===== src/rtl/gpio_bank_pkg.sv =====
package gpio_bank_pkg;

  localparam logic [31:0] GLOBAL_OFS = 32'h0000_007C;
  localparam logic [31:0] CFG_BASE   = 32'h0000_0100;

  typedef enum logic [2:0] {
    RK_NONE,
    RK_OWN,
    RK_GLOBAL,
    RK_CFG1,
    RK_CFG2
  } reg_kind_e;

  typedef struct packed {
    logic       out_lvl;
    logic       dir_in;
    logic       gpio_sel;
    logic       sense_off;
    logic [1:0] pull;
  } pin_cfg_t;

  localparam pin_cfg_t PIN_CFG_RESET = '{
    out_lvl: 1'b0, dir_in: 1'b1, gpio_sel: 1'b1, sense_off: 1'b1, pull: 2'b00
  };

  // Classify a byte address; low two bits do not take part.
  function automatic reg_kind_e decode_kind(input logic [31:0] a, input logic [31:0] npins);
    logic [31:0] word_a;
    logic [31:0] nwords;
    word_a = a >> 2;
    nwords = (npins + 32'd31) >> 5;
    if (word_a < nwords) return RK_OWN;
    if (word_a == (GLOBAL_OFS >> 2)) return RK_GLOBAL;
    if (a >= CFG_BASE && ((a - CFG_BASE) >> 3) < npins) return a[2] ? RK_CFG2 : RK_CFG1;
    return RK_NONE;
  endfunction

  function automatic logic [31:0] pack_cfg1(input pin_cfg_t c, input logic in_lvl);
    return {c.out_lvl, in_lvl, 27'd0, c.dir_in, 1'b0, c.gpio_sel};
  endfunction

  function automatic logic [31:0] pack_cfg2(input pin_cfg_t c);
    return {29'd0, c.sense_off, c.pull};
  endfunction

endpackage


===== src/rtl/gpio_in_sync.sv =====
module gpio_in_sync #(
  parameter int WIDTH = 94
) (
  input  logic             clk,
  input  logic             rst_n,
  input  logic [WIDTH-1:0] async_in,
  output logic [WIDTH-1:0] sync_out
);
  logic [WIDTH-1:0] stage1_q;
  logic [WIDTH-1:0] stage2_q;

  always_ff @(posedge clk or negedge rst_n) begin
    if (!rst_n) begin
      stage1_q <= '0;
      stage2_q <= '0;
    end else begin
      stage1_q <= async_in;
      stage2_q <= stage1_q;
    end
  end

  assign sync_out = stage2_q;
endmodule


===== src/rtl/gpio_own_regs.sv =====
module gpio_own_regs #(
  parameter int                  NUM_PINS  = 94,
  parameter int                  OWN_WORDS = 3,
  parameter int                  IDX_W     = 2,
  parameter logic [NUM_PINS-1:0] INIT      = '1
) (
  input  logic                     clk,
  input  logic                     rst_n,
  input  logic                     wr_en,
  input  logic [IDX_W-1:0]         word_idx,
  input  logic [31:0]              wdata,
  output logic [OWN_WORDS*32-1:0]  own_ext
);
  logic [NUM_PINS-1:0] own_q;

  always_ff @(posedge clk or negedge rst_n) begin
    if (!rst_n) begin
      own_q <= INIT;
    end else if (wr_en) begin
      for (int b = 0; b < NUM_PINS; b++) begin
        if (word_idx == IDX_W'(b / 32)) own_q[b] <= wdata[b % 32];
      end
    end
  end

  // Bits above the last pin are not stored and read as zero.
  assign own_ext = (OWN_WORDS*32)'(own_q);
endmodule


===== src/rtl/gpio_pin_cfg.sv =====
module gpio_pin_cfg
  import gpio_bank_pkg::*;
(
  input  logic        clk,
  input  logic        rst_n,
  input  logic        wr_word1,
  input  logic        wr_word2,
  input  logic [31:0] wdata,
  output pin_cfg_t    cfg
);
  always_ff @(posedge clk or negedge rst_n) begin
    if (!rst_n) begin
      cfg <= PIN_CFG_RESET;
    end else if (wr_word1) begin
      cfg.out_lvl  <= wdata[31];
      cfg.dir_in   <= wdata[2];
      cfg.gpio_sel <= wdata[0];
    end else if (wr_word2) begin
      cfg.sense_off <= wdata[2];
      cfg.pull      <= wdata[1:0];
    end
  end
endmodule


===== src/rtl/gpio_bank_ctrl.sv =====
module gpio_bank_ctrl
  import gpio_bank_pkg::*;
#(
  parameter int                  NUM_PINS    = 94,
  parameter int                  ADDR_W      = 12,
  parameter logic [NUM_PINS-1:0] OWN_INIT    = '1,
  parameter logic [31:0]         GLOBAL_INIT = 32'h0000_000E
) (
  input  logic                clk,
  input  logic                rst_n,
  input  logic                bus_en,
  input  logic                bus_we,
  input  logic [ADDR_W-1:0]   bus_addr,
  input  logic [31:0]         bus_wdata,
  output logic [31:0]         bus_rdata,
  input  logic [NUM_PINS-1:0] pin_in,
  output logic [NUM_PINS-1:0] pin_out,
  output logic [NUM_PINS-1:0] pin_oe
);
  localparam int OWN_WORDS = (NUM_PINS + 31) / 32;
  localparam int OWN_IDX_W = (OWN_WORDS > 1) ? $clog2(OWN_WORDS) : 1;
  localparam int PIN_W     = (NUM_PINS > 1) ? $clog2(NUM_PINS) : 1;

  // Decoded access, brought out for the checker.
  reg_kind_e              kind;
  logic [ADDR_W-1:0]      cfg_off;
  logic [PIN_W-1:0]       pin_idx;
  logic [OWN_IDX_W-1:0]   own_idx;
  logic                   rd_req;
  logic                   wr_req;
  logic                   wr_cfg1_hit;
  logic                   wr_cfg2_hit;
  logic                   rd_cfg1_hit;
  logic                   rd_none_hit;

  assign kind        = decode_kind(32'(bus_addr), 32'(NUM_PINS));
  assign cfg_off     = bus_addr - ADDR_W'(CFG_BASE);
  assign pin_idx     = PIN_W'(cfg_off >> 3);
  assign own_idx     = OWN_IDX_W'(bus_addr >> 2);
  assign rd_req      = bus_en && !bus_we;
  assign wr_req      = bus_en && bus_we;
  assign wr_cfg1_hit = wr_req && (kind == RK_CFG1);
  assign wr_cfg2_hit = wr_req && (kind == RK_CFG2);
  assign rd_cfg1_hit = rd_req && (kind == RK_CFG1);
  assign rd_none_hit = rd_req && (kind == RK_NONE);

  // Ownership bitmap.
  logic [OWN_WORDS*32-1:0] own_ext;
  gpio_own_regs #(
    .NUM_PINS (NUM_PINS),
    .OWN_WORDS(OWN_WORDS),
    .IDX_W    (OWN_IDX_W),
    .INIT     (OWN_INIT)
  ) u_own (
    .clk     (clk),
    .rst_n   (rst_n),
    .wr_en   (wr_req && (kind == RK_OWN)),
    .word_idx(own_idx),
    .wdata   (bus_wdata),
    .own_ext (own_ext)
  );

  // Global control word.
  logic [31:0] global_q;
  always_ff @(posedge clk or negedge rst_n) begin
    if (!rst_n) global_q <= GLOBAL_INIT;
    else if (wr_req && (kind == RK_GLOBAL)) global_q <= bus_wdata;
  end

  // Input synchroniser.
  logic [NUM_PINS-1:0] pin_sync;
  gpio_in_sync #(.WIDTH(NUM_PINS)) u_sync (
    .clk     (clk),
    .rst_n   (rst_n),
    .async_in(pin_in),
    .sync_out(pin_sync)
  );

  // Per-pin configuration and pad drive.
  pin_cfg_t            cfg_q [NUM_PINS];
  logic [NUM_PINS-1:0] sense_off_vec;
  logic [NUM_PINS-1:0] in_lvl;

  for (genvar p = 0; p < NUM_PINS; p++) begin : g_pin
    gpio_pin_cfg u_cfg (
      .clk     (clk),
      .rst_n   (rst_n),
      .wr_word1(wr_cfg1_hit && (pin_idx == PIN_W'(p))),
      .wr_word2(wr_cfg2_hit && (pin_idx == PIN_W'(p))),
      .wdata   (bus_wdata),
      .cfg     (cfg_q[p])
    );
    assign sense_off_vec[p] = cfg_q[p].sense_off;
    assign in_lvl[p]        = pin_sync[p] && !cfg_q[p].sense_off;
    assign pin_oe[p]        = cfg_q[p].gpio_sel && !cfg_q[p].dir_in;
    assign pin_out[p]       = pin_oe[p] && cfg_q[p].out_lvl;
  end

  // Read path.
  logic [31:0] rd_word;
  always_comb begin
    unique case (kind)
      RK_OWN:    rd_word = own_ext[32*own_idx +: 32];
      RK_GLOBAL: rd_word = global_q;
      RK_CFG1:   rd_word = pack_cfg1(cfg_q[pin_idx], in_lvl[pin_idx]);
      RK_CFG2:   rd_word = pack_cfg2(cfg_q[pin_idx]);
      default:   rd_word = '0;
    endcase
  end

  always_ff @(posedge clk or negedge rst_n) begin
    if (!rst_n) bus_rdata <= '0;
    else if (rd_req) bus_rdata <= rd_word;
  end
endmodule


===== config.mk =====
export PLATFORM = sky130hd
export DESIGN_NAME = gpio_bank_ctrl
export DESIGN_NICKNAME = d
export VERILOG_FILES = /design/src/rtl/gpio_bank_pkg.sv /design/src/rtl/gpio_in_sync.sv /design/src/rtl/gpio_own_regs.sv /design/src/rtl/gpio_pin_cfg.sv /design/src/rtl/gpio_bank_ctrl.sv
export SDC_FILE = /design/constraint.sdc
export NUM_CORES = 1
export LEC_CHECK = 0
export BUFFER_PORTS_ARGS = -buffer_cell sky130_fd_sc_hd__buf_2
export CELL_PAD_IN_SITES_DETAIL_PLACEMENT = 0
export CELL_PAD_IN_SITES_GLOBAL_PLACEMENT = 1
export CORE_MARGIN = 5
export CORE_UTILIZATION = 46
export CTS_BUF_LIST = sky130_fd_sc_hd__clkbuf_8
export DETAILED_ROUTE_END_ITERATION = 7
export PLACE_DENSITY = 0.79
export SYNTH_ARGS = -nofsm -noshare
export SYNTH_HDL_FRONTEND = slang
export SYNTH_SLANG_ARGS = --single-unit

===== constraint.sdc =====
create_clock -name clk -period 2 [get_ports clk]
set_input_delay 0.1 -clock clk [delete_from_list [all_inputs] [get_ports clk]]
set_output_delay 0.1 -clock clk [all_outputs]
set_load 0.01 [all_outputs]

### After elaboration in Yosys (flattened, before gate mapping)

Cells that the tools add are included.

| cells by class | value |
|---|---|
| add/sub/neg operators | 2 |
| order comparisons | 5 |
| shift-type cells | 1 |
| bitwise logic cells | 95 |
| multiply operators | 0 |
| reductions and logical operators | 765 |
| div/mod/pow operators | 0 |
| equal/unequal tests | 100 |
| muxes and demuxes | 19 |

Operators by type and width:

| cell | count |
|---|---|
| 1-bit logical AND | 477 |
| 7-bit by 6-bit equality test with 1-bit output, second input constant | 32 |
| 7-bit equality test, second input constant | 30 |
| 2-bit AND reduction | 97 |
| 1-bit logical NOT | 189 |
| 32-bit one-hot mux with 4 select lines | 1 |
| 7-bit by 5-bit equality test with 1-bit output, second input constant | 16 |
| 96-bit by 8-bit variable part select with 32-bit output | 1 |
| 1-bit inverter | 94 |
| 7-bit by 4-bit equality test with 1-bit output, second input constant | 8 |
| 6-bit binary-select mux with 7-bit select | 1 |
| 29-bit by 7-bit less-than comparator with 1-bit output, second input constant | 1 |
| 7-bit by 3-bit equality test with 1-bit output, second input constant | 4 |
| 3-bit two-way mux | 7 |
| 7-bit by 2-bit equality test with 1-bit output, second input constant | 2 |
| 12-bit by 9-bit subtractor with 13-bit output, second input constant | 1 |
| 12-bit by 9-bit greater-or-equal comparator with 1-bit output, second input constant | 1 |
| 6-bit two-way mux | 2 |
| 10-bit by 5-bit equality test with 1-bit output, second input constant | 1 |
| 10-bit by 2-bit less-than comparator with 1-bit output, second input constant | 1 |
| 10-bit by 9-bit subtractor with 10-bit output, second input constant | 1 |
| 8-bit greater-or-equal comparator, second input constant | 1 |
| 7-bit by 8-bit less-than comparator with 1-bit output, second input constant | 1 |
| 7-bit inverter with 8-bit output | 1 |
| other kinds (10) | 17 |

| word-level totals | value |
|---|---|
| logic and storage cells | 1464 |
| bits in writable memories | 0 |
| memories kept | 0 |
| output and inout port bits | 220 |
| memory bits (read-only) | 0 |
| flip-flop bits (word level) | 910 |
| bits in latches | 0 |
| input bits | 142 |

### Logic depth before layout (Yosys ltp)

Gate-level depths: netlist (run 1).

| logic depth | value |
|---|---|
| word-level depth | 14 |
| mapped depth | 13 |

### By module

Synthesis (run 1) repeated with hierarchy kept, for this count alone.

| unflattened totals | value |
|---|---|
| cells, all modules | 2938 |
| area total of the unflattened synthesis | 41285.8 um^2 |

By module, submodules not included:

| module | sequential area each (um^2) | instances | area an instance (um^2) | cells each |
|---|---|---|---|---|
| gpio_pin_cfg | 153.9 | 94 | 230.2 | 13 |
| gpio_bank_ctrl | 1605.3 | 1 | 11292.1 | 1325 |
| gpio_in_sync | 4704.5 | 1 | 4704.5 | 188 |
| gpio_own_regs | 2469.9 | 1 | 3648.5 | 203 |

### Worst setup path before layout (run 1)

Ideal clock, no wire load.

| timing path | value |
|---|---|
| kind | input port to flip-flop |
| start point | input port bus_addr[8] |
| end point | register g_pin[39].u_cfg.cfg[1] (netlist bit) |
| slack | -696 ps |
| arrival | 2571 ps |
| stages on the path | 11 |
| buffers on the path | 3 |
| library setup time | 125 ps |
| required time | 1875 ps |
| cell sequence | clkbuf_1 > clkinv_1 > clkbuf_1 > ha_1 > nor2_1 > nand3_4 > or2_4 > nor3_4 > buf_12 > nand2_4 > mux2_4 |

| on the way | value |
|---|---|
| longest elaborated chain between the ends | 14 |

Ends and longest elaborated chain:

| item | RTL line | RTL |
|---|---|---|
| from (decl) | gpio_bank_ctrl.sv:13 | `input logic [ADDR_W-1:0] bus_addr,` |
| 12-bit by 9-bit subtractor with 13-bit output | gpio_bank_pkg.sv:34 | `if (a >= CFG_BASE && ((a - CFG_BASE) >> 3) < npins) return a[2] ? RK_CFG2 : RK_CFG1;` |
| 29-bit by 7-bit less-than comparator with 1-bit output | gpio_bank_pkg.sv:34 |  |
| 1-bit logical AND | gpio_bank_pkg.sv:34 |  |
| 1-bit two-way mux (2 in series) | gpio_bank_pkg.sv:34 |  |
| 1-bit two-way mux | gpio_bank_pkg.sv:33 | `if (word_a == (GLOBAL_OFS >> 2)) return RK_GLOBAL;` |
| 3-bit two-way mux | gpio_bank_pkg.sv:35 | `return RK_NONE;` |
| 3-bit two-way mux | gpio_bank_pkg.sv:34 |  |
| 3-bit two-way mux | gpio_bank_pkg.sv:33 |  |
| 3-bit by 2-bit equality test with 1-bit output | gpio_bank_ctrl.sv:42 | `assign wr_cfg1_hit = wr_req && (kind == RK_CFG1);` |
| 1-bit logical AND | gpio_bank_ctrl.sv:42 |  |
| 1-bit logical AND | gpio_bank_ctrl.sv:88 | `.wr_word1(wr_cfg1_hit && (pin_idx == PIN_W'(p))),` |
| 1-bit inverter (no source line) | - |  |
| 2-bit AND reduction (no source line) * | - |  |
| to (decl) | gpio_pin_cfg.sv:9 | `output pin_cfg_t cfg` |

Every way passes the cells marked *; elsewhere a longest branch is shown, timed or not. The select of a mux whose other input is x is not followed.
A chain may end at the register's enable or synchronous reset.

### Worst setup path in the final report (run 1)

| timing path | value |
|---|---|
| start point | register g_pin[23].u_cfg.cfg[4] (netlist bit) |
| end point | register bus_rdata[2] |

| on the way | value |
|---|---|
| longest elaborated chain between the ends | 4 |

Ends and longest elaborated chain:

| item | RTL line | RTL |
|---|---|---|
| from (decl) | gpio_pin_cfg.sv:9 |  |
| 6-bit binary-select mux with 7-bit select | gpio_bank_ctrl.sv:105 | `RK_CFG1: rd_word = pack_cfg1(cfg_q[pin_idx], in_lvl[pin_idx]);` |
| 6-bit two-way mux (2 in series) | - |  |
| 32-bit one-hot mux with 4 select lines | gpio_bank_ctrl.sv:102 | `unique case (kind)` |
| to (signal assigned) | gpio_bank_ctrl.sv:113 | `else if (rd_req) bus_rdata <= rd_word;` |
| to (decl) | gpio_bank_ctrl.sv:15 | `output logic [31:0] bus_rdata,` |

No other way between the ends. The select of a mux whose other input is x is not followed.

==> impl_metrics.ini, run 1 <==
[detailed_routing]
post_drt_wl_per_cell_um = 25.2
drc = 0
antenna_left = 0
wirelength_mm = 136
viasPerCell = 5.62
dr.pass1.iters = 5
vias = 30300
drt_iter0_drc = 2326

[critical_path]
end_kind = flip-flop
crit_type = flip-flop to flip-flop
path_cells = mux4_2, mux4_2, nor2_2, a311oi_1, a311o_1, a22oi_2, o22ai_1
cp.required_ns = 2.66
critPathArrivalTime_ns = 3.05
cp_slowest_cell = mux4_2
start_kind = flip-flop
worstPathMaxFanout = 2
cp_common_cell = mux4_2
cpPeakStageDelay_ns = 0.55

[pwr]
vdd_drop_max_mv = 0.625
leakagePower_nw = 26.9
power.total_mw = 40.0
power_density_nw_per_um2 = 710

[grt]
antenna_found_initial = 6
grt_pass1_vias = 33200
grt-ovfl-total = 0
grt_max_degree = 99
grtUsageTotal_pct = 28.2
grt_pass1_wl_mm = 206

[logic_synthesis]
synth-edff-count = 0
synth-seq-cells = 910
postSynthCellCount = 2972
synth_cell_type_count = 71
synthesis.nets = 3116
syn_area_um2 = 41200
synthFlopType = dfrtp_1
ys_top_cells_by_area = dfrtp_1, dfstp_2, mux2_2
synth_seq_area_share_pct = 56.4
ys_warn_count = 0
async_flop_share_pct = 100
synth.top_cell.area_share_pct = 32.2
syn_avg_cell_area_um2 = 13.9
synth_top_area_cell = dfrtp_1

[clock_network]
cts_tree = built
numCtsBuffers = 152
cts-root-buf = clkbuf_8
insertion_delay_ns = 0.82
clk_pin_slew_worst_paths_ns = 0.07
ctsHtreeMaxLevel = 4
numClockSinks = 910
clk_path_buf_depth = 3

[layout]
drive_gt1_share_pct = 62.9
fin_util_pct = 63.5
instances_no_fill = 5387
nets = 4232
syn2layout_area_growth_pct = 36.7
fin_area_um2 = 56300

[timing]
setup_ws_ns = -0.393
fmax_mhz = 418
final_hold_viol_count = 0
whs_ns = 0.0285
final.setup_skew_ns = 0.0363
setup_violations = 4
drv_slew = 0
min_period_over_period_pct = 120
min_period_ns = 2.39
max_slew_margin_pct = 29.1
tightestPinTransition_ns = 1.06
rsz0062_at_grt = yes

[floorplan]
initial_core_util_pct = 46.5
fp.dieH_um = 309
ios = 362
dieArea_um2 = 95700
core_region_area_um2 = 88600
rows = 109
die_x_um = 309

[flow_run]
drv_cap = 0

[place]
dp_hpwl_mm = 95.6
io_buffers = 359
place_inst = 4840
routabilityCongestion = 0.939
place_area_um2 = 49400

[status]
violations = setup timing
outcome = finished with violations

[worst_hold_path]
hold_path_class = input port to flip-flop
[cells in the mapped netlist, types with 16 or more instances]
library cell and count:
inv_1 32, nand2_1 230, mux4_2 131, nor2b_1 124
buf_2 62, clkbuf_1 111, nor2_1 134, a32oi_1 16
mux2_2 666, dfstp_2 379, a21oi_1 22, and2_1 101
a22oi_1 19, mux2i_1 67, mux2_4 30, dfrtp_1 531
nor3_1 16, a221oi_1 54, o21ai_0 54
[placed cells by master, fill, tap and decap left out, types with 35 or more instances in the layout]
master,count
mux2_2,652
buf_12,69
a221oi_1,44
nor2b_1,35
clkbuf_8,189
mux2_4,44
nand2_4,54
buf_4,479
mux2i_1,67
inv_1,90
o21ai_0,54
buf_6,57
dlygate4sd3_1,233
nor2b_4,57
dfstp_2,379
buf_2,325
dfrtp_1,531
mux4_2,131
nand2_1,179
and2_1,69
nor2_1,108
[cells by family after synthesis]
logic type | count (synthesis) | share of synthesized area [%]
and+or+nand+nor | 685 | 8.49
DFF | 910 | 56.4
AOI/OAI and AO/OA | 242 | 4.36
buffers and inverters | 239 | 2.61
adders and majority gates | 2 | 0.0607
muxes | 894 | 28.1
[flip-flops by register name (all words and copies together) (netlist names)]
name,count
u_sync.sync_out,94
global_q,32
bus_rdata,32
g_pin.u_cfg.cfg,564
u_own.own_q,94
u_sync.stage1_q,94
[stage by stage]
stage          setup WS, ns  setup TNS (ns)
2_1_floorplan        -0.277          -18.87
3_3_place_gp         -0.549         -175.77
3_5_place_dp         -0.596         -189.45
4_1_cts              -0.369           -1.79
5_1_grt              -0.482           -1.60
6_report             -0.393          -0.915
[what timing repair did]
| item | CTS | global route |
|---|---|---|
| hold buffers | 233 | 1 |
| endpoints found under the hold margin | 1253 | 1 |
| setup endpoints to repair | 111 | 68 |
| gates resized for setup | 209 | 69 |
| gates cloned | 0 | 1 |
| pin swaps | 36 | 26 |
| setup buffers | 21 | 11 |
[area by class of cell]
type | count | area [um^2]
clock inverters | 97 | 673
flip-flops and latches | 910 | 23200
multi-input cells | 1823 | 18600
clock buffers | 189 | 2600
fillers | 6576 | 32300
repair buffers | 1167 | 9650
well taps | 1165 | 1460
inverters | 34 | 133
diodes | 2 | 5.00
[worst max-delay path, delay by kind of cell, from the launching register on]
family             cells  cell delay [ns]
muxes                  2             1.02
DFF                    1             0.37
and+or+nand+nor        1             0.13
AOI/OAI and AO/OA      4             0.69
[where the power goes]
| part | internal, mW | total (mW) | leakage (nW) | switching, mW |
|---|---|---|---|---|
| sequential | 18.9 | 19.1 | 10.8 | 0.211 |
| clock | 9.64 | 17.4 | 1.90 | 7.78 |
| combinational | 1.51 | 3.50 | 14.2 | 1.99 |
| total | 30.0 | 40.0 | 26.9 | 9.99 |
[per-layer routing]
metal	wire [um]	GRT usage, %	vias to the layer above
met5	49	0	-
met1	54600	36.6	15900
li1	-	-	13000
met3	9370	6.33	319
met4	6130	12.1	8
met2	65600	46.2	1107
[worst paths after layout]
kind,from,endpoint,slack [ns],cells after the start
worst max-delay path,g_pin[23].u_cfg.cfg[4]$_DFFE_PN1P_,bus_rdata[2]$_DFFE_PN0P_,-0.39,7
worst min-delay path,bus_addr[8],bus_rdata[0]$_DFFE_PN0P_,0.03,4
worst max register to register,g_pin[23].u_cfg.cfg[4]$_DFFE_PN1P_,bus_rdata[2]$_DFFE_PN0P_,-0.39,7
worst min register to register,u_sync.stage1_q[85]$_DFF_PN0_,u_sync.sync_out[85]$_DFF_PN0_,0.31,0
max in group asynchronous,rst_n,bus_rdata[31]$_DFFE_PN0P_,0.62,3
min in group asynchronous,rst_n,global_q[1]$_DFFE_PN1P_,0.10,2
(Power assumes the default switching activity.)
==> run 2: changes to the inputs <==
- CORE_UTILIZATION: 46 -> 55
- PLACE_DENSITY: 0.79 -> 0.88
- clock period: 2 -> 3.1 ns (I/O delays scaled with it)
==> run 2 against run 1 <==
  * The run ends with hold timing left
  * First-iteration DRC count grew 11%
  * Via count is 4.8% lower
  * Critical path depth up 4
  * Utilization grew 4.4 points
  * Non-clock buffer count decreased by 409
  * Routed wire length shrank 7.6%
  * Hold slack worse by 0.035 ns
  * Sequential power down 36%
  * Clock skew down 0.0037 ns
  * Power shrank 37%
  * Critical path type is now input port to flip-flop
  * Critical endpoint is now g_pin[25].u_cfg.cfg[0]$_DFFE_PN0P_
  * Largest cell class unchanged
  * Largest power group unchanged
==> impl_metrics.ini, run 2 (same netlist as run 1, synthesis figures left out) <==
[clock_network]
cts-root-buf = clkbuf_8
insertion_delay_ns = 0.83
numCtsBuffers = 149
clk_pin_slew_worst_paths_ns = 0.07
ctsHtreeMaxLevel = 4
cts_tree = built
numClockSinks = 910
cts_resized = 0
post_cts_buffers = 0
clk_path_buf_depth = 3
holdBufCountCts = 223

[status]
outcome = finished with violations
violations = hold timing

[critical_path]
crit_start = bus_addr[8]
endpoint = g_pin[25].u_cfg.cfg[0]$_DFFE_PN0P_
cp.required_ns = 3.78
crit_type = input port to flip-flop
path_cells = dlygate4sd3_1, buf_2, buf_4, nor3_1, a311oi_4, nand3_4, nor2_1, nand2_1, nor3_1, buf_4, mux2_2
path_buf_inv = 4
start_kind = input port
worstPathMaxFanout = 12
critPathArrivalTime_ns = 3.41
cp.depth = 11
cp_slowest_cell = dlygate4sd3_1
cpPeakStageDelay_ns = 0.52
r2r_slack_ns = 0.41
reg2regPathDepth = 5
r2r-end = bus_rdata[31]$_DFFE_PN0P_
rr_startpoint = g_pin[75].u_cfg.cfg[5]$_DFFE_PN0P_
end_kind = flip-flop
crit_family = simple AND/OR/NAND/NOR gates

[detailed_routing]
drt_iter0_drc = 2583
wirelength_mm = 125
wl_met3_mm = 10.3
viasPerCell = 6.04
dr.pass1.iters = 6
top_signal_layer_used = met5
route.met2.wl_mm = 61.0
vias = 28800
antenna_left = 0
drc = 0
post_drt_wl_per_cell_um = 26.3
wl_met1_mm = 48.7

[timing]
whs_ns = -0.00688
fin_setup_tns_ns = 0
rsz0062_at_grt = no
setup_violations = 0
drv_slew = 0
setup_ws_ns = 0.369
tightestPinTransition_ns = 0.917
final_hold_viol_count = 1
fmax_mhz = 366
min_period_ns = 2.73
final.setup_skew_ns = 0.0327
min_period_over_period_pct = 88.1
max_slew_margin_pct = 38.9

[floorplan]
rows = 100
fp.dieH_um = 284
die_x_um = 284
core_region_area_um2 = 74300
dieArea_um2 = 80500
ios = 362
initial_core_util_pct = 55.4

[grt]
grt-ovfl-total = 0
grt_pass1_vias = 31100
grt_max_degree = 97
grtUsageTotal_pct = 30.9
antenna_found_initial = 3
grt_pass1_wl_mm = 192

[layout]
largest_reg_flops = 564
layout_common_cells = mux2_2, dfrtp_1, dfstp_2, buf_2, nand2_1
syn2layout_area_growth_pct = 22.5
final_common_cell = mux2_2
top_register = g_pin.u_cfg.cfg
fillers = 5163
nets = 3820
drive_gt1_share_pct = 52.9
fin_area_um2 = 50500

[flow_run]
drv_cap = 0

[pwr]
power_frac_clock_pct = 43.8
leakagePower_nw = 23.7
switching_share_pct = 24.8
p_comb_share_pct = 7.5
p_sw_mw = 6.26
internal_power_mw = 19.0
power_density_nw_per_um2 = 500
sequentialPowerShare_pct = 48.7
vdd_drop_max_mv = 0.339

[worst_hold_path]
hold_path_class = input port to asynchronous set/reset pin

[place]
io_buffers = 359
routabilityCongestion = 0.948
place_area_um2 = 45000
dp_hpwl_mm = 85.8
dp_worst_setup_slack_ns = 0.0289
-- run 2: cell types whose count changed in the layout (fill, tap and decap cells not counted), sizes merged, moves of 2 or more --
| cell | previous run | this run |
|---|---|---|
| buf | 933 | 535 |
| dlygate4sd3 | 233 | 223 |
| clkbuf | 190 | 181 |
| inv | 97 | 90 |
| clkinv | 21 | 25 |
| diode | 2 | 4 |
-- run 2: worst min path at each step --
stage | start | to | slack [ns] | cells after the start
2_1_floorplan | rst_n | bus_rdata[0]$_DFFE_PN0P_ | -0.14 | 0
4_1_cts | rst_n | g_pin[34].u_cfg.cfg[5]$_DFFE_PN0P_ | 0.002 | 2
3_5_place_dp | pin_in[31] | u_sync.stage1_q[31]$_DFF_PN0_ | 0.26 | 1
6_report | rst_n | g_pin[37].u_cfg.cfg[5]$_DFFE_PN0P_ | -0.007 | 2
3_3_place_gp | pin_in[10] | u_sync.stage1_q[10]$_DFF_PN0_ | 0.26 | 1
5_1_grt | pin_in[66] | u_sync.stage1_q[66]$_DFF_PN0_ | 0.02 | 2
-- run 2: area by class of cell --
type                            count  area [um^2]  area share [%]
Sequential cell                   910        23200            46.1
Multi-Input combinational cell   1823        17000            33.6
Timing Repair Buffer              758         5720            11.3
Clock buffer                      181         2490            4.94
Tap cell                          969         1210            2.40
Clock inverter                     95          707            1.40
Inverter                           34          128           0.253
Antenna cell                        4         10.0          0.0198
-- run 2: routing by layer --
metal / track usage, % / vias up
met3: 7.53 / 318
met5: 0 / -
met1: 40.4 / 15000
met2: 49.9 / 1368
met4: 12.9 / 2
li1: - / 12200
-- run 2: through the flow --
step	hold WS (ns)	util (%)	power [mW]	std cells
CTS	0.00198	67.9	25.4	4770
global route	0.0176	67.9	26.1	4771
floorplan	-0.141	-	13.2	2972
finish	-0.00688	67.9	25.3	4774
global placement	0.264	60.6	14.1	4271
detailed placement	0.264	60.6	14.1	4271
-- run 2: power by group through the flow --
| stage | Clock [mW] | Combinational [mW] | Sequential (mW) |
|---|---|---|---|
| after floorplan | 0 | 0.722 | 12.5 |
| after global placement | 0 | 1.62 | 12.5 |
| after detailed placement | 0 | 1.65 | 12.5 |
| after CTS | 11.2 | 1.87 | 12.3 |
| after global routing | 11.8 | 2.02 | 12.3 |
| final | 11.1 | 1.90 | 12.3 |
